## src/rtl/ptw_pkg.sv

```systemverilog
package ptw_pkg;
  // entry flag positions
  localparam int PTE_P  = 0;
  localparam int PTE_RW = 1;
  localparam int PTE_US = 2;
  localparam int PTE_A  = 5;
  localparam int PTE_D  = 6;

  localparam logic [2:0] ERR_PROT = 3'b101;

  typedef enum logic [2:0] {
    ST_IDLE,
    ST_DIR_RD,
    ST_DIR_WB,
    ST_TBL_RD,
    ST_TBL_WB,
    ST_RESP
  } walk_st_t;
endpackage

```

## src/rtl/ptw_regs.sv

```systemverilog
module ptw_regs #(
  parameter int AW    = 32,
  parameter int OFF_W = 12
) (
  input  logic             clk,
  input  logic             rst_n,
  input  logic             base_we,
  input  logic [AW-1:0]    base_wdata,
  input  logic             en_we,
  input  logic             en_wdata,
  input  logic             fa_load,
  input  logic [AW-1:0]    fa_value,
  output logic [AW-1:OFF_W] base_page,
  output logic             pg_en,
  output logic [AW-1:0]    fault_addr
);
  logic unused_low_bits;
  assign unused_low_bits = ^base_wdata[OFF_W-1:0];

  always_ff @(posedge clk or negedge rst_n) begin
    if (!rst_n) begin
      base_page  <= '0;
      pg_en      <= 1'b0;
      fault_addr <= '0;
    end else begin
      if (base_we) base_page  <= base_wdata[AW-1:OFF_W];
      if (en_we)   pg_en      <= en_wdata;
      if (fa_load) fault_addr <= fa_value;
    end
  end
endmodule

```

## src/rtl/ptw_check.sv

```systemverilog
module ptw_check
  import ptw_pkg::*;
#(
  parameter int AW = 32
) (
  input  logic [AW-1:0] pde,
  input  logic [AW-1:0] pte,
  input  logic          wr,
  input  logic          usr,
  input  logic          strict,
  output logic          deny,
  output logic          wb_need,
  output logic [AW-1:0] pte_new
);
  logic usr_lock_d, usr_lock_t, usr_deny, wr_deny;

  always_comb begin
    usr_lock_d = ~pde[PTE_US];
    usr_lock_t = ~pte[PTE_US];
    if (strict) usr_deny = usr_lock_d | usr_lock_t;
    else        usr_deny = usr_lock_d & usr_lock_t;
    wr_deny = wr & (~pde[PTE_RW] | ~pte[PTE_RW]);
    deny    = usr & (usr_deny | wr_deny);

    wb_need = ~pte[PTE_A] | (wr & ~pte[PTE_D]);
    pte_new = pte;
    pte_new[PTE_A] = 1'b1;
    if (wr) pte_new[PTE_D] = 1'b1;
  end
endmodule

```

## src/rtl/ptw_seq.sv

```systemverilog
module ptw_seq
  import ptw_pkg::*;
#(
  parameter int AW    = 32,
  parameter int OFF_W = 12,
  parameter int IDX_W = 10
) (
  input  logic              clk,
  input  logic              rst_n,
  input  logic              req_valid,
  output logic              req_ready,
  input  logic [AW-1:0]     req_lin,
  input  logic              req_write,
  input  logic              req_user,
  input  logic              pg_en,
  input  logic [AW-1:OFF_W] base_page,
  output logic              mem_req,
  output logic              mem_we,
  output logic [AW-1:0]     mem_addr,
  output logic [AW-1:0]     mem_wdata,
  input  logic              mem_ack,
  input  logic [AW-1:0]     mem_rdata,
  output logic [AW-1:0]     chk_pde,
  output logic [AW-1:0]     chk_pte,
  output logic              chk_wr,
  output logic              chk_usr,
  input  logic              chk_deny,
  input  logic              chk_wb,
  input  logic [AW-1:0]     chk_new,
  output logic              rsp_done,
  output logic              rsp_fault,
  output logic [AW-1:0]     rsp_phys,
  output logic [2:0]        rsp_err,
  output logic              busy,
  output logic              fa_load,
  output logic [AW-1:0]     fa_value
);
  localparam int TOP_LO = OFF_W + IDX_W;

  walk_st_t        st;
  logic [AW-1:0]   lin_q, pde_q, pte_q, phys_q;
  logic            wr_q, usr_q, flt_q;
  logic [2:0]      err_q;
  logic [AW-1:0]   dir_addr, tbl_addr, pde_set_a;
  logic            dir_ack, tbl_ack, np_err_dir, np_err_tbl;

  assign dir_addr = {base_page, {OFF_W{1'b0}}}
                  + AW'({lin_q[AW-1:TOP_LO], 2'b00});
  assign tbl_addr = {pde_q[AW-1:OFF_W], {OFF_W{1'b0}}}
                  + AW'({lin_q[TOP_LO-1:OFF_W], 2'b00});

  always_comb begin
    pde_set_a = pde_q;
    pde_set_a[PTE_A] = 1'b1;
  end

  assign dir_ack    = (st == ST_DIR_RD) && mem_ack;
  assign tbl_ack    = (st == ST_TBL_RD) && mem_ack;
  assign np_err_dir = ~mem_rdata[PTE_P];
  assign np_err_tbl = ~mem_rdata[PTE_P];

  assign chk_pde = pde_q;
  assign chk_pte = (st == ST_TBL_RD) ? mem_rdata : pte_q;
  assign chk_wr  = wr_q;
  assign chk_usr = usr_q;

  assign fa_load  = (dir_ack && np_err_dir) || (tbl_ack && (np_err_tbl || chk_deny));
  assign fa_value = lin_q;

  always_comb begin
    mem_req   = 1'b0;
    mem_we    = 1'b0;
    mem_addr  = dir_addr;
    mem_wdata = '0;
    case (st)
      ST_DIR_RD: mem_req = 1'b1;
      ST_DIR_WB: begin
        mem_req   = 1'b1;
        mem_we    = 1'b1;
        mem_wdata = pde_set_a;
      end
      ST_TBL_RD: begin
        mem_req  = 1'b1;
        mem_addr = tbl_addr;
      end
      ST_TBL_WB: begin
        mem_req   = 1'b1;
        mem_we    = 1'b1;
        mem_addr  = tbl_addr;
        mem_wdata = chk_new;
      end
      default: ;
    endcase
  end

  always_ff @(posedge clk or negedge rst_n) begin
    if (!rst_n) begin
      st     <= ST_IDLE;
      lin_q  <= '0;
      pde_q  <= '0;
      pte_q  <= '0;
      phys_q <= '0;
      wr_q   <= 1'b0;
      usr_q  <= 1'b0;
      flt_q  <= 1'b0;
      err_q  <= '0;
    end else begin
      case (st)
        ST_IDLE: if (req_valid) begin
          lin_q <= req_lin;
          wr_q  <= req_write;
          usr_q <= req_user;
          if (pg_en) st <= ST_DIR_RD;
          else begin
            phys_q <= req_lin;
            flt_q  <= 1'b0;
            st     <= ST_RESP;
          end
        end
        ST_DIR_RD: if (mem_ack) begin
          pde_q <= mem_rdata;
          if (np_err_dir) begin
            flt_q <= 1'b1;
            err_q <= {usr_q, wr_q, 1'b0};
            st    <= ST_RESP;
          end else if (!mem_rdata[PTE_A]) st <= ST_DIR_WB;
          else st <= ST_TBL_RD;
        end
        ST_DIR_WB: if (mem_ack) st <= ST_TBL_RD;
        ST_TBL_RD: if (mem_ack) begin
          pte_q <= mem_rdata;
          if (np_err_tbl) begin
            flt_q <= 1'b1;
            err_q <= {usr_q, wr_q, 1'b0};
            st    <= ST_RESP;
          end else if (chk_deny) begin
            flt_q <= 1'b1;
            err_q <= ERR_PROT | {1'b0, wr_q, 1'b0};
            st    <= ST_RESP;
          end else if (chk_wb) st <= ST_TBL_WB;
          else begin
            flt_q  <= 1'b0;
            phys_q <= {mem_rdata[AW-1:OFF_W], lin_q[OFF_W-1:0]};
            st     <= ST_RESP;
          end
        end
        ST_TBL_WB: if (mem_ack) begin
          flt_q  <= 1'b0;
          phys_q <= {pte_q[AW-1:OFF_W], lin_q[OFF_W-1:0]};
          st     <= ST_RESP;
        end
        ST_RESP: st <= ST_IDLE;
        default: st <= ST_IDLE;
      endcase
    end
  end

  assign req_ready = (st == ST_IDLE);
  assign busy      = (st != ST_IDLE);
  assign rsp_done  = (st == ST_RESP) && !flt_q;
  assign rsp_fault = (st == ST_RESP) && flt_q;
  assign rsp_phys  = phys_q;
  assign rsp_err   = err_q;
endmodule

```

## src/rtl/ptw_walker.sv

```systemverilog
module ptw_walker #(
  parameter int AW    = 32,
  parameter int OFF_W = 12,
  parameter int IDX_W = 10
) (
  input  logic          clk,
  input  logic          rst_n,
  input  logic          cfg_base_we,
  input  logic [AW-1:0] cfg_base_wdata,
  input  logic          cfg_en_we,
  input  logic          cfg_en_wdata,
  input  logic          strict_user,
  input  logic          req_valid,
  output logic          req_ready,
  input  logic [AW-1:0] req_lin,
  input  logic          req_write,
  input  logic          req_user,
  output logic          rsp_done,
  output logic          rsp_fault,
  output logic [AW-1:0] rsp_phys,
  output logic [2:0]    rsp_err,
  output logic [AW-1:0] fault_addr,
  output logic          busy,
  output logic          mem_req,
  output logic          mem_we,
  output logic [AW-1:0] mem_addr,
  output logic [AW-1:0] mem_wdata,
  input  logic          mem_ack,
  input  logic [AW-1:0] mem_rdata
);
  logic [AW-1:OFF_W] base_page;
  logic              pg_en, fa_load, chk_wr, chk_usr, chk_deny, chk_wb;
  logic [AW-1:0]     fa_value, chk_pde, chk_pte, chk_new;

  ptw_regs #(.AW(AW), .OFF_W(OFF_W)) u_regs (
    .clk(clk), .rst_n(rst_n),
    .base_we(cfg_base_we), .base_wdata(cfg_base_wdata),
    .en_we(cfg_en_we), .en_wdata(cfg_en_wdata),
    .fa_load(fa_load), .fa_value(fa_value),
    .base_page(base_page), .pg_en(pg_en), .fault_addr(fault_addr)
  );

  ptw_check #(.AW(AW)) u_check (
    .pde(chk_pde), .pte(chk_pte), .wr(chk_wr), .usr(chk_usr),
    .strict(strict_user), .deny(chk_deny), .wb_need(chk_wb), .pte_new(chk_new)
  );

  ptw_seq #(.AW(AW), .OFF_W(OFF_W), .IDX_W(IDX_W)) u_seq (
    .clk(clk), .rst_n(rst_n),
    .req_valid(req_valid), .req_ready(req_ready), .req_lin(req_lin),
    .req_write(req_write), .req_user(req_user),
    .pg_en(pg_en), .base_page(base_page),
    .mem_req(mem_req), .mem_we(mem_we), .mem_addr(mem_addr),
    .mem_wdata(mem_wdata), .mem_ack(mem_ack), .mem_rdata(mem_rdata),
    .chk_pde(chk_pde), .chk_pte(chk_pte), .chk_wr(chk_wr), .chk_usr(chk_usr),
    .chk_deny(chk_deny), .chk_wb(chk_wb), .chk_new(chk_new),
    .rsp_done(rsp_done), .rsp_fault(rsp_fault), .rsp_phys(rsp_phys),
    .rsp_err(rsp_err), .busy(busy), .fa_load(fa_load), .fa_value(fa_value)
  );
endmodule

```

## config.mk

```make
export PLATFORM = sky130hd
export DESIGN_NAME = ptw_walker
export DESIGN_NICKNAME = d
export VERILOG_FILES = /design/src/rtl/ptw_pkg.sv /design/src/rtl/ptw_regs.sv /design/src/rtl/ptw_check.sv /design/src/rtl/ptw_seq.sv /design/src/rtl/ptw_walker.sv
export SDC_FILE = /design/constraint.sdc
export NUM_CORES = 1
export LEC_CHECK = 0
export BUFFER_PORTS_ARGS = -buffer_cell sky130_fd_sc_hd__buf_2
export CAP_MARGIN = 20
export CELL_PAD_IN_SITES_DETAIL_PLACEMENT = 1
export CELL_PAD_IN_SITES_GLOBAL_PLACEMENT = 1
export CORE_MARGIN = 10
export CORE_UTILIZATION = 46
export DETAILED_ROUTE_END_ITERATION = 12
export PLACE_DENSITY_LB_ADDON = 0.1
export SLEW_MARGIN = 20
export SYNTH_ARGS = -nofsm -noshare
export SYNTH_HDL_FRONTEND = slang
export SYNTH_HIERARCHICAL = 1
export SYNTH_SLANG_ARGS = --single-unit
```

## constraint.sdc

```tcl
create_clock -name clk -period 6.2 [get_ports clk]
set_input_delay 0.93 -clock clk [delete_from_list [all_inputs] [get_ports clk]]
set_output_delay 0.93 -clock clk [all_outputs]
set_load 0.01 [all_outputs]
```

==> report_table.html, run 1 <==
<table>
<tr><th>Metric</th><th>Value</th></tr>
<tr><th colspan="2">Placement</th></tr>
<tr><td>Detailed placement HPWL</td><td>20300 um</td></tr>
<tr><td>Worst Setup Slack post-DPL</td><td>1.85 ns</td></tr>
<tr><td>Port buffer count</td><td>228</td></tr>
<tr><td>Placer Congestion</td><td>0.809</td></tr>
<tr><td>Area after DPL</td><td>10800 um2</td></tr>
<tr><th colspan="2">CTS</th></tr>
<tr><td>H-tree lvl count</td><td>4</td></tr>
<tr><td>CTS tree</td><td>built</td></tr>
<tr><td>CTS max path bufs</td><td>2</td></tr>
<tr><td>Root buf cell</td><td>clkbuf_16</td></tr>
<tr><td>Number of setup buffers added after CTS</td><td>0</td></tr>
<tr><td>Worst-skew pair later-pin latency</td><td>0.43 ns</td></tr>
<tr><td>Number of buffers created by CTS</td><td>17</td></tr>
<tr><td>CTS clk-pin slew, worst paths</td><td>0.07 ns</td></tr>
<tr><td>Number of clock sinks seen by CTS</td><td>189</td></tr>
<tr><td>Number of cells upsized or downsized after cts</td><td>0</td></tr>
<tr><td>Hold bufs inserted after CTS</td><td>0</td></tr>
<tr><th colspan="2">STA</th></tr>
<tr><td>Count of final setup violators</td><td>0</td></tr>
<tr><td>Endpoints failing hold</td><td>0</td></tr>
<tr><td>Worst clock skew</td><td>0.00849 ns</td></tr>
<tr><td>Final worst path period share</td><td>73.5%</td></tr>
<tr><td>Final min period</td><td>4.56 ns</td></tr>
<tr><td>Number of pins exceeding their max-slew limit in the final report</td><td>0</td></tr>
<tr><td>Max-slew headroom</td><td>29.7%</td></tr>
<tr><td>Worst Slack Setup Final</td><td>1.64 ns</td></tr>
<tr><td>Slew of the pin with the lowest slew margin</td><td>1.05 ns</td></tr>
<tr><td>Sum of negative setup slack</td><td>0 ns</td></tr>
<tr><td>Highest attainable clock frequency</td><td>0.219 GHz</td></tr>
<tr><td>Unrepaired setup endpoints after global routing</td><td>no</td></tr>
<tr><th colspan="2">Worst setup path</th></tr>
<tr><td>Count of buffering cells on the critical path with inverters included</td><td>3</td></tr>
<tr><td>Cells along the critical path</td><td>and3b_2 -&gt; buf_4 -&gt; nor2_4 -&gt; buf_4 -&gt; mux2_2 -&gt; buf_2</td></tr>
<tr><td>Biggest fanout along the worst timing path</td><td>56</td></tr>
<tr><td>Arrival time worst endpoint</td><td>3.63 ns</td></tr>
<tr><td>Crit path launch type</td><td>flop</td></tr>
<tr><td>Critical Path Max Stage Delay</td><td>0.79 ns</td></tr>
<tr><td>Setup CP Type</td><td>reg2out</td></tr>
<tr><td>Top Family by Delay on Critical Path</td><td>simple AND/OR/NAND/NOR gates</td></tr>
<tr><td>Endpoint class of the critical path</td><td>output pin</td></tr>
<tr><td>Required time of the critical path</td><td>5.27 ns</td></tr>
<tr><td>CP most frequent cell</td><td>buf_4</td></tr>
<tr><td>Slowest stage cell on the critical path</td><td>dfrtp_2</td></tr>
<tr><th colspan="2">Drt</th></tr>
<tr><td>Iteration-0 DRC count of the detailed router</td><td>292</td></tr>
<tr><td>Average routed wire per standard cell</td><td>22.9 um</td></tr>
<tr><td>Number of optimization iterations in the first detailed-route pass</td><td>5</td></tr>
<tr><td>Detailed-route vias per instance</td><td>5.51</td></tr>
<tr><td>Total via count after detailed routing</td><td>6680</td></tr>
<tr><td>Wire length reported by the detailed router</td><td>27700 um</td></tr>
<tr><td>Post-route antenna net violation count</td><td>0</td></tr>
<tr><td>Number of remaining DRC errors</td><td>0</td></tr>
<tr><th colspan="2">Global routing</th></tr>
<tr><td>Number of global-route vias before repair</td><td>7354</td></tr>
<tr><td>Largest net degree at the start of global routing</td><td>88</td></tr>
<tr><td>First-pass GRT wire length</td><td>43600 um</td></tr>
<tr><td>Overall global routing resource usage</td><td>19.5%</td></tr>
<tr><td>Total overflow reported by the global router</td><td>0</td></tr>
<tr><td>Initial antenna violation count</td><td>2</td></tr>
<tr><th colspan="2">Final layout</th></tr>
<tr><td>Post-layout nets</td><td>1028</td></tr>
<tr><td>Area growth from synthesis to layout</td><td>16.5%</td></tr>
<tr><td>Number of inserted filler cells in the final layout</td><td>2201</td></tr>
<tr><td>Fraction of final layout cells sized beyond drive strength 1</td><td>57.4%</td></tr>
<tr><td>Final Util</td><td>54.3%</td></tr>
<tr><td>Final Instance Area</td><td>11400 um2</td></tr>
<tr><th colspan="2">Flow run</th></tr>
<tr><td>Number of max-cap violations</td><td>0</td></tr>
<tr><th colspan="2">Status</th></tr>
<tr><td>Outcome</td><td>complete, no violations</td></tr>
<tr><th colspan="2">Floorplanning</th></tr>
<tr><td>Placeable core region</td><td>21000 um2</td></tr>
<tr><td>Die extent in y</td><td>166 um</td></tr>
<tr><td>Horiz. Die Dim</td><td>166 um</td></tr>
<tr><td>Row cnt</td><td>53</td></tr>
<tr><td>Initial core utilization</td><td>46.6%</td></tr>
<tr><td>Die ar.</td><td>27500 um2</td></tr>
<tr><td>IO Pins</td><td>243</td></tr>
<tr><th colspan="2">Synthesis</th></tr>
<tr><td>Avg Inst Size Synth</td><td>12.9 um2</td></tr>
<tr><td>Yosys warnings</td><td>6</td></tr>
<tr><td>Cells after synthesis</td><td>757</td></tr>
<tr><td>Total standard cell area after synthesis</td><td>9800 um2</td></tr>
<tr><th colspan="2">Min path</th></tr>
<tr><td>Kind of path behind the tightest hold check</td><td>in2async</td></tr>
<tr><th colspan="2">Pwr</th></tr>
<tr><td>Areal power density over the cells</td><td>547 nW/um2</td></tr>
<tr><td>Max IR drop VDD</td><td>0.200 mV</td></tr>
<tr><td>Static Leak</td><td>0.00516 uW</td></tr>
</table>
## state kept, by name, summed over array words and instances (netlist names)
| signal | cells |
|---|---|
| u_seq/flt_q | 1 |
| u_seq/rsp_phys | 32 |
| u_regs/pg_en | 1 |
| u_regs/fault_addr | 32 |
| u_seq/st | 3 |
| u_regs/base_page | 20 |
| u_seq/fa_value | 32 |
| u_seq/chk_wr | 1 |
| u_seq/chk_usr | 1 |
| u_seq/chk_pde | 31 |
| u_seq/pte_q | 32 |
| u_seq/rsp_err | 3 |
## through the flow
| step | std cells | total power [uW] | hold WS [ns] |
|---|---|---|---|
| after detailed placement | 1178 | 5170 | 0.474 |
| after CTS | 1210 | 6320 | 0.365 |
| after global routing | 1212 | 6660 | 0.366 |
| final | 1212 | 6250 | 0.375 |
| after global placement | 1178 | 5010 | 0.467 |
| after floorplan | 758 | 4360 | 0.475 |
## final timing paths
| path | depth (start not counted) | start | endpoint | slack [ns] |
|---|---|---|---|---|
| min in group clk | 1 | u_seq/rsp_phys[21] | u_seq/rsp_phys[21] | 0.48 |
| setup / recovery | 6 | u_seq/st[1] | mem_addr[11] | 1.64 |
| setup reg to reg | 8 | u_seq/st[1] | u_regs/fault_addr[26] | 1.81 |
| hold / removal | 1 | rst_n | u_regs/fault_addr[9] | 0.38 |
| max in group asynchronous | 2 | rst_n | u_seq/st[2] | 4.52 |
| hold reg to reg | 1 | u_seq/rsp_phys[21] | u_seq/rsp_phys[21] | 0.48 |
## metal layers
layer	GRT usage [%]	share of wire, %	up-vias	routed length, um
met5	0	0	-	0
met4	4.51	1.1	0	299
met3	5.73	6.4	21	1780
met2	30.6	46	185	12800
met1	25.9	46	3427	12900
li1	-	-	3047	-
## power breakdown
part	internal (uW)	total [uW]	switching [uW]
logic	1480	2780	1300
clock network	626	1130	501
registers	1820	2340	525
## worst register-to-register path, cell delays in order, from the launching register on
cell and delay (ns):
dfrtp_2 1.07, and3b_2 0.52, mux2_2 0.41, maj3_2 0.31, a21boi_1 0.28, nand2_1 0.15
a21oi_4 0.71, buf_4 0.47, mux2_4 0.35
## final cells by class
type                            instances  area (um2)  share of cell area, %
Sequential cell                       189        4730                   41.5
Clock buffer                           19         453                   3.97
Antenna cell                            2        5.00                 0.0438
Timing Repair Buffer                  236        1210                   10.6
Tap cell                              275         344                   3.01
Inverter                                7        26.3                  0.230
Clock inverter                         13         153                   1.34
Multi-Input combinational cell        471        4490                   39.3
## placed cells by master, fill, tap and decap left out, types with 3 or more instances in the layout
cell type,instances
clkinvlp_4,4
mux2_1,12
mux2_2,218
dfrtp_1,187
buf_4,7
nor2_1,3
inv_1,7
o21bai_1,20
nor3_1,3
a22o_1,31
a221oi_1,20
inv_6,3
or2_2,6
buf_2,227
nand3b_1,22
nand2_1,30
conb_1,3
clkbuf_8,3
clkbuf_16,17
mux2_4,30
a21oi_1,44
nor2_4,3
Power figures use the tool's default switching activity.
==> run 2: changes to the inputs <==
--- a/config.mk
+++ b/config.mk
@@ -10,7 +10,7 @@
 export CELL_PAD_IN_SITES_DETAIL_PLACEMENT = 1
 export CELL_PAD_IN_SITES_GLOBAL_PLACEMENT = 1
 export CORE_MARGIN = 10
-export CORE_UTILIZATION = 46
+export CORE_UTILIZATION = 39
 export DETAILED_ROUTE_END_ITERATION = 12
 export PLACE_DENSITY_LB_ADDON = 0.1
 export SLEW_MARGIN = 20
==> constraint.sdc (replaced) <==
create_clock -name clk -period 4.11 [get_ports clk]
set_input_delay 0.6165 -clock clk [delete_from_list [all_inputs] [get_ports clk]]
set_output_delay 0.6165 -clock clk [all_outputs]
set_load 0.01 [all_outputs]
==> report_table.html, run 2 (synthesized netlist as in run 1, its figures left out) <==
<table>
<tr><th>Metric</th><th>Value</th></tr>
<tr><th colspan="2">STA</th></tr>
<tr><td>Max-slew headroom</td><td>34.9%</td></tr>
<tr><td>Sum of negative setup slack</td><td>0 ns</td></tr>
<tr><td>Worst clock skew</td><td>0.0118 ns</td></tr>
<tr><td>Number of pins exceeding their max-slew limit in the final report</td><td>0</td></tr>
<tr><td>Slew of the pin with the lowest slew margin</td><td>0.977 ns</td></tr>
<tr><td>Count of final setup violators</td><td>0</td></tr>
<tr><td>Highest attainable clock frequency</td><td>0.284 GHz</td></tr>
<tr><td>Final min period</td><td>3.52 ns</td></tr>
<tr><td>Endpoints failing hold</td><td>0</td></tr>
<tr><td>Unrepaired setup endpoints after global routing</td><td>no</td></tr>
<tr><td>Final worst path period share</td><td>85.6%</td></tr>
<tr><th colspan="2">Pwr</th></tr>
<tr><td>Static Leak</td><td>0.00515 uW</td></tr>
<tr><td>Areal power density over the cells</td><td>812 nW/um2</td></tr>
<tr><td>Overall power consumption</td><td>9300 uW</td></tr>
<tr><td>Max IR drop VDD</td><td>0.327 mV</td></tr>
<tr><th colspan="2">Placement</th></tr>
<tr><td>Port buffer count</td><td>228</td></tr>
<tr><td>Placer Congestion</td><td>0.759</td></tr>
<tr><td>Detailed placement HPWL</td><td>20500 um</td></tr>
<tr><th colspan="2">Final layout</th></tr>
<tr><td>Area growth from synthesis to layout</td><td>16.9%</td></tr>
<tr><td>Leading cell type in the layout, fill and taps excluded</td><td>buf_2</td></tr>
<tr><td>Commonest cells after routing, fill and taps aside</td><td>buf_2, mux2_2, dfrtp_1, a21oi_1, a22o_1</td></tr>
<tr><td>Post-layout nets</td><td>1031</td></tr>
<tr><td>Number of inserted filler cells in the final layout</td><td>2627</td></tr>
<tr><td>Fraction of final layout cells sized beyond drive strength 1</td><td>57.4%</td></tr>
<tr><th colspan="2">Global routing</th></tr>
<tr><td>Initial antenna violation count</td><td>2</td></tr>
<tr><td>Overall global routing resource usage</td><td>17.5%</td></tr>
<tr><td>Largest net degree at the start of global routing</td><td>114</td></tr>
<tr><td>Total overflow reported by the global router</td><td>0</td></tr>
<tr><td>First-pass GRT wire length</td><td>43800 um</td></tr>
<tr><td>Number of global-route vias before repair</td><td>7305</td></tr>
<tr><th colspan="2">CTS</th></tr>
<tr><td>Root buf cell</td><td>clkbuf_16</td></tr>
<tr><td>H-tree lvl count</td><td>4</td></tr>
<tr><td>Number of setup buffers added after CTS</td><td>0</td></tr>
<tr><td>CTS max path bufs</td><td>2</td></tr>
<tr><td>CTS clk-pin slew, worst paths</td><td>0.07 ns</td></tr>
<tr><td>Number of cells upsized or downsized after cts</td><td>0</td></tr>
<tr><td>Worst-skew pair later-pin latency</td><td>0.43 ns</td></tr>
<tr><td>CTS tree</td><td>built</td></tr>
<tr><td>Hold bufs inserted after CTS</td><td>0</td></tr>
<tr><td>Number of clock sinks seen by CTS</td><td>189</td></tr>
<tr><td>Number of buffers created by CTS</td><td>17</td></tr>
<tr><th colspan="2">Floorplanning</th></tr>
<tr><td>Row cnt</td><td>57</td></tr>
<tr><td>Placeable core region</td><td>24500 um2</td></tr>
<tr><td>Initial core utilization</td><td>40.0%</td></tr>
<tr><td>IO Pins</td><td>243</td></tr>
<tr><td>Horiz. Die Dim</td><td>179 um</td></tr>
<tr><td>Die ar.</td><td>31900 um2</td></tr>
<tr><td>Die extent in y</td><td>179 um</td></tr>
<tr><th colspan="2">Drt</th></tr>
<tr><td>Wire length reported by the detailed router</td><td>28100 um</td></tr>
<tr><td>Post-route antenna net violation count</td><td>0</td></tr>
<tr><td>Detailed-route vias per instance</td><td>5.21</td></tr>
<tr><td>Number of optimization iterations in the first detailed-route pass</td><td>6</td></tr>
<tr><td>Number of remaining DRC errors</td><td>0</td></tr>
<tr><td>Total via count after detailed routing</td><td>6586</td></tr>
<tr><td>Average routed wire per standard cell</td><td>22.3 um</td></tr>
<tr><td>Iteration-0 DRC count of the detailed router</td><td>496</td></tr>
<tr><th colspan="2">Status</th></tr>
<tr><td>Outcome</td><td>complete, no violations</td></tr>
<tr><th colspan="2">Worst setup path</th></tr>
<tr><td>Required time of the critical path</td><td>3.49 ns</td></tr>
<tr><td>Worst R2R Start</td><td>u_seq/st[0]</td></tr>
<tr><td>Logic depth of the worst register-to-register path</td><td>9</td></tr>
<tr><td>Crit path launch type</td><td>flop</td></tr>
<tr><td>Endpoint class of the critical path</td><td>output pin</td></tr>
<tr><td>Setup slack of the worst register-to-register path</td><td>0.77 ns</td></tr>
<tr><td>Biggest fanout along the worst timing path</td><td>29</td></tr>
<tr><td>Setup CP Type</td><td>reg2out</td></tr>
<tr><td>Worst reg2reg path endpoint</td><td>u_seq/rsp_phys[12]</td></tr>
<tr><td>Arrival time worst endpoint</td><td>2.90 ns</td></tr>
<tr><th colspan="2">Flow run</th></tr>
<tr><td>Number of max-cap violations</td><td>0</td></tr>
<tr><th colspan="2">Min path</th></tr>
<tr><td>Kind of path behind the tightest hold check</td><td>in2async</td></tr>
</table>
run 2: area by class of cell:
type	count	area, um2	area share [%]
inverter	7	26.3	0.229
timing repair buffer	239	1260	11.0
clock inverter	12	105	0.917
clock buffer	19	443	3.87
tap	324	405	3.54
antenna	2	5.00	0.0437
multi-input combinational	471	4480	39.1
sequential	189	4730	41.3
run 2: worst max path at each step:
stage	from	to
2_1_floorplan	u_seq/st[2]	u_regs/fault_addr[10]
6_report	u_seq/st[0]	mem_wdata[6]
3_3_place_gp	u_seq/st[0]	u_seq/rsp_phys[12]
4_1_cts	u_seq/st[0]	mem_wdata[6]
5_1_grt	u_seq/st[0]	mem_wdata[6]
3_5_place_dp	u_seq/st[0]	u_seq/rsp_phys[12]
run 2: power by group:
part           total [uW]  switching (uW)  internal [uW]
Combinational        4360            2110           2260
Clock                1570             767            807
Sequential           3370             627           2740
run 2: critical path, cell delays in order, from the launching register on:
cell     delay, ns
dfrtp_1       0.62
and3b_2       0.41
buf_4         0.43
mux2_2        0.40
or2_2         0.27
a22o_1        0.21
buf_2         0.14
run 2: through the flow:
stage               util (%)  worst slack (ns)  cell area, um2  std cells  hold WS, ns
CTS                     46.7             0.535           11500       1261        0.345
detailed placement      44.4             0.765           10900       1230        0.477
global route            46.7             0.447           11500       1263        0.361
global placement        44.4             0.781           10900       1230        0.472
floorplan                  -              1.05            9810        758        0.321
finish                  46.7             0.592           11500       1263        0.273
run 2: per-layer routing:
layer	vias to the layer above	track usage, %	part of all wire (%)
li1	3059	-	-
met5	-	0	0
met4	0	4.62	0.91
met2	156	25.8	44
met1	3352	24.6	49
met3	19	4.78	6.5
==> run 3: changes to the inputs <==
--- a/config.mk
+++ b/config.mk
@@ -10,11 +10,10 @@
 export CELL_PAD_IN_SITES_DETAIL_PLACEMENT = 1
 export CELL_PAD_IN_SITES_GLOBAL_PLACEMENT = 1
 export CORE_MARGIN = 10
-export CORE_UTILIZATION = 39
+export CORE_UTILIZATION = 38
+export CTS_CLUSTER_DIAMETER = 150
 export DETAILED_ROUTE_END_ITERATION = 12
 export PLACE_DENSITY_LB_ADDON = 0.1
-export SLEW_MARGIN = 20
 export SYNTH_ARGS = -nofsm -noshare
 export SYNTH_HDL_FRONTEND = slang
-export SYNTH_HIERARCHICAL = 1
 export SYNTH_SLANG_ARGS = --single-unit
==> report_table.html, run 3 <==
<table>
<tr><th>Metric</th><th>Value</th></tr>
<tr><th colspan="2">Placement</th></tr>
<tr><td>Cell Count Post-Placement</td><td>1092</td></tr>
<tr><td>Placer Congestion</td><td>0.796</td></tr>
<tr><td>Detailed placement HPWL</td><td>18800 um</td></tr>
<tr><td>Port buffer count</td><td>228</td></tr>
<tr><th colspan="2">CTS</th></tr>
<tr><td>Number of buffers created by CTS</td><td>17</td></tr>
<tr><td>Number of clock sinks seen by CTS</td><td>188</td></tr>
<tr><td>Number of setup buffers added after CTS</td><td>0</td></tr>
<tr><td>CTS max path bufs</td><td>2</td></tr>
<tr><td>Number of cells upsized or downsized after cts</td><td>0</td></tr>
<tr><td>CTS tree</td><td>built</td></tr>
<tr><td>Hold bufs inserted after CTS</td><td>0</td></tr>
<tr><td>Root buf cell</td><td>clkbuf_16</td></tr>
<tr><td>CTS clk-pin slew, worst paths</td><td>0.08 ns</td></tr>
<tr><td>H-tree lvl count</td><td>4</td></tr>
<tr><td>Worst-skew pair later-pin latency</td><td>0.43 ns</td></tr>
<tr><th colspan="2">Final layout</th></tr>
<tr><td>Number of inserted filler cells in the final layout</td><td>2337</td></tr>
<tr><td>FF/Latch Area</td><td>4700 um2</td></tr>
<tr><td>Post-layout nets</td><td>933</td></tr>
<tr><td>Leading cell type in the layout, fill and taps excluded</td><td>buf_2</td></tr>
<tr><td>Commonest cells after routing, fill and taps aside</td><td>buf_2, mux2_2, dfrtp_1, mux2_4</td></tr>
<tr><td>Final Util</td><td>47.3%</td></tr>
<tr><td>Area growth from synthesis to layout</td><td>23.4%</td></tr>
<tr><td>Final non-filler cell total</td><td>1128</td></tr>
<tr><td>Combined area of the multi-input logic cells</td><td>3700 um2</td></tr>
<tr><td>Fraction of final layout cells sized beyond drive strength 1</td><td>60.6%</td></tr>
<tr><th colspan="2">Synthesis</th></tr>
<tr><td>Synth cell count leaders</td><td>mux2_2, dfrtp_1, mux2_4</td></tr>
<tr><td>Total standard cell area after synthesis</td><td>8640 um2</td></tr>
<tr><td>Ranking of synthesized cells by area</td><td>dfrtp_1, mux2_2, mux2_4</td></tr>
<tr><td>Top cell type by total area after synthesis</td><td>dfrtp_1</td></tr>
<tr><td>Sequential-to-total area share from yosys stat</td><td>54.5%</td></tr>
<tr><td>Yosys warnings</td><td>0</td></tr>
<tr><td>Primary flip-flop cell chosen by synthesis mapping</td><td>dfrtp_1</td></tr>
<tr><td>Area share of the largest cell type after synthesis</td><td>54.5%</td></tr>
<tr><td>Ys async rst share</td><td>100%</td></tr>
<tr><td>Number of flip-flops and latches in the synthesized netlist</td><td>188</td></tr>
<tr><td>Number of enable-type register cells in the synthesized netlist</td><td>0</td></tr>
<tr><td>Avg Inst Size Synth</td><td>14.2 um2</td></tr>
<tr><td>Top-count cell post-synth</td><td>mux2_2</td></tr>
<tr><td>Count of unique library cells instantiated by Yosys</td><td>44</td></tr>
<tr><td>Cells after synthesis</td><td>607</td></tr>
<tr><th colspan="2">Pwr</th></tr>
<tr><td>Combinational power share</td><td>43.5%</td></tr>
<tr><td>Internal Dissipation</td><td>5550 uW</td></tr>
<tr><td>Areal power density over the cells</td><td>820 nW/um2</td></tr>
<tr><td>Max IR drop VDD</td><td>0.260 mV</td></tr>
<tr><td>Net switching fraction of the power</td><td>36.5%</td></tr>
<tr><td>Reported net switching power</td><td>3190 uW</td></tr>
<tr><td>Sequential fraction of design power</td><td>38.1%</td></tr>
<tr><td>Static Leak</td><td>0.00513 uW</td></tr>
<tr><td>Share of total power in the clock network</td><td>18.4%</td></tr>
<tr><th colspan="2">Global routing</th></tr>
<tr><td>Overall global routing resource usage</td><td>18.1%</td></tr>
<tr><td>First-pass GRT wire length</td><td>40300 um</td></tr>
<tr><td>Initial antenna violation count</td><td>4</td></tr>
<tr><td>Number of global-route vias before repair</td><td>6889</td></tr>
<tr><td>Total overflow reported by the global router</td><td>0</td></tr>
<tr><td>Largest net degree at the start of global routing</td><td>104</td></tr>
<tr><th colspan="2">Worst setup path</th></tr>
<tr><td>Arrival time worst endpoint</td><td>3.14 ns</td></tr>
<tr><td>Crit path launch type</td><td>flop</td></tr>
<tr><td>Cells along the critical path</td><td>and3b_1 -&gt; buf_4 -&gt; nor2_4 -&gt; buf_12 -&gt; mux2_2 -&gt; buf_2</td></tr>
<tr><td>Required time of the critical path</td><td>3.49 ns</td></tr>
<tr><td>Top Family by Delay on Critical Path</td><td>simple AND/OR/NAND/NOR gates</td></tr>
<tr><td>Count of buffering cells on the critical path with inverters included</td><td>3</td></tr>
<tr><td>Biggest fanout along the worst timing path</td><td>50</td></tr>
<tr><td>Slowest stage cell on the critical path</td><td>and3b_1</td></tr>
<tr><td>Endpoint class of the critical path</td><td>output pin</td></tr>
<tr><td>Setup CP Type</td><td>reg2out</td></tr>
<tr><td>Critical Path Max Stage Delay</td><td>0.79 ns</td></tr>
<tr><th colspan="2">STA</th></tr>
<tr><td>Max-slew headroom</td><td>33.7%</td></tr>
<tr><td>Number of pins exceeding their max-slew limit in the final report</td><td>0</td></tr>
<tr><td>Worst clock skew</td><td>0.0147 ns</td></tr>
<tr><td>Final min period</td><td>3.76 ns</td></tr>
<tr><td>Endpoints failing hold</td><td>0</td></tr>
<tr><td>Final worst path period share</td><td>91.4%</td></tr>
<tr><td>Unrepaired setup endpoints after global routing</td><td>no</td></tr>
<tr><td>Highest attainable clock frequency</td><td>0.266 GHz</td></tr>
<tr><td>Count of final setup violators</td><td>0</td></tr>
<tr><td>Tightest hold margin</td><td>0.235 ns</td></tr>
<tr><td>Slew of the pin with the lowest slew margin</td><td>0.995 ns</td></tr>
<tr><td>Sum of negative setup slack</td><td>0 ns</td></tr>
<tr><th colspan="2">Floorplanning</th></tr>
<tr><td>Row cnt</td><td>55</td></tr>
<tr><td>Initial core utilization</td><td>38.4%</td></tr>
<tr><td>Die extent in y</td><td>171 um</td></tr>
<tr><td>Placeable core region</td><td>22500 um2</td></tr>
<tr><td>IO Pins</td><td>243</td></tr>
<tr><td>Die ar.</td><td>29200 um2</td></tr>
<tr><td>Horiz. Die Dim</td><td>171 um</td></tr>
<tr><th colspan="2">Drt</th></tr>
<tr><td>Average routed wire per standard cell</td><td>23.3 um</td></tr>
<tr><td>Total via count after detailed routing</td><td>5871</td></tr>
<tr><td>Wire length reported by the detailed router</td><td>26300 um</td></tr>
<tr><td>Iteration-0 DRC count of the detailed router</td><td>203</td></tr>
<tr><td>Detailed-route vias per instance</td><td>5.20</td></tr>
<tr><td>Number of optimization iterations in the first detailed-route pass</td><td>4</td></tr>
<tr><td>Number of remaining DRC errors</td><td>0</td></tr>
<tr><td>Post-route antenna net violation count</td><td>0</td></tr>
<tr><th colspan="2">Status</th></tr>
<tr><td>Outcome</td><td>complete, no violations</td></tr>
<tr><th colspan="2">Min path</th></tr>
<tr><td>Kind of path behind the tightest hold check</td><td>in2async</td></tr>
<tr><th colspan="2">Flow run</th></tr>
<tr><td>Number of max-cap violations</td><td>0</td></tr>
</table>
==> run 3: changes by cell type in the layout (fill, tap and decap cells not counted), moves of 7 or more <==
cell,delta
a21oi_1,-40
mux2_2,-25
a22o_1,-24
nand3b_1,-21
a221o_1,+20
and2_1,+20
o21bai_1,-20
a21o_1,+19
a221oi_1,-19
nand2_1,-16
mux2_1,-12
nor2_1,+7
==> run 3: final timing paths <==
check                                         from                   end  slack [ns]  cells after the start
worst max-delay path                   u_seq.st[1]          mem_addr[10]        0.35                      6
worst min-delay path                         rst_n  u_regs.base_page[28]        0.24                      1
worst max register to register         u_seq.st[1]     u_seq.rsp_phys[0]        0.78                      6
worst min register to register    u_seq.rsp_err[2]      u_seq.rsp_err[2]        0.50                      1
max in group asynchronous                    rst_n    u_seq.fa_value[14]        2.72                      2
min in group clk                cfg_base_wdata[22]  u_regs.base_page[22]        0.41                      2
==> run 3: logic make-up (layout without fill, tap and decap cells) <==
group | count (synthesis) | count (layout) | synth area share [%]
compound gates | 70 | 70 | 6.88
buf+inv | 49 | 281 | 2.98
other cells | 1 | 5 | 0.0434
simple gates | 72 | 72 | 4.64
xor+xnor | 1 | 1 | 0.101
flops | 188 | 188 | 54.5
mux | 226 | 226 | 30.9
==> run 3: area by class of cell <==
class                      instances  area share (%)
multi-input combinational        371            34.8
antenna                            3          0.0705
clock buffer                      18            4.12
timing repair buffer             244            12.2
sequential                       188            44.2
inverter                           5           0.176
clock inverter                    14            1.22
tap                              285            3.35
==> run 3: power groups by stage <==
stage	logic, uW	clock network, uW	registers [uW]
2_1_floorplan	2440	0	3290
6_report	3800	1610	3320
4_1_cts	3890	1670	3340
3_5_place_dp	3870	0	3370
5_1_grt	4120	1740	3460
3_3_place_gp	3770	0	3300
==> run 3: metrics by stage <==
| step | setup slack [ns] | power (uW) | cell area [um2] |
|---|---|---|---|
| after floorplan | 1.50 | 5730 | 8640 |
| after global placement | 0.815 | 7070 | 10100 |
| after detailed placement | 0.750 | 7240 | 10100 |
| after CTS | 0.313 | 8900 | 10600 |
| after global routing | 0.201 | 9330 | 10600 |
| final | 0.352 | 8730 | 10700 |
==> run 3: metal layers <==
metal / GRT usage, % / vias to the layer above / wire [um]
li1: - / 2644 / -
met1: 20.5 / 3065 / 10600
met2: 32.3 / 145 / 13800
met3: 5.81 / 15 / 1640
met4: 3.97 / 2 / 198
met5: 0 / - / 12
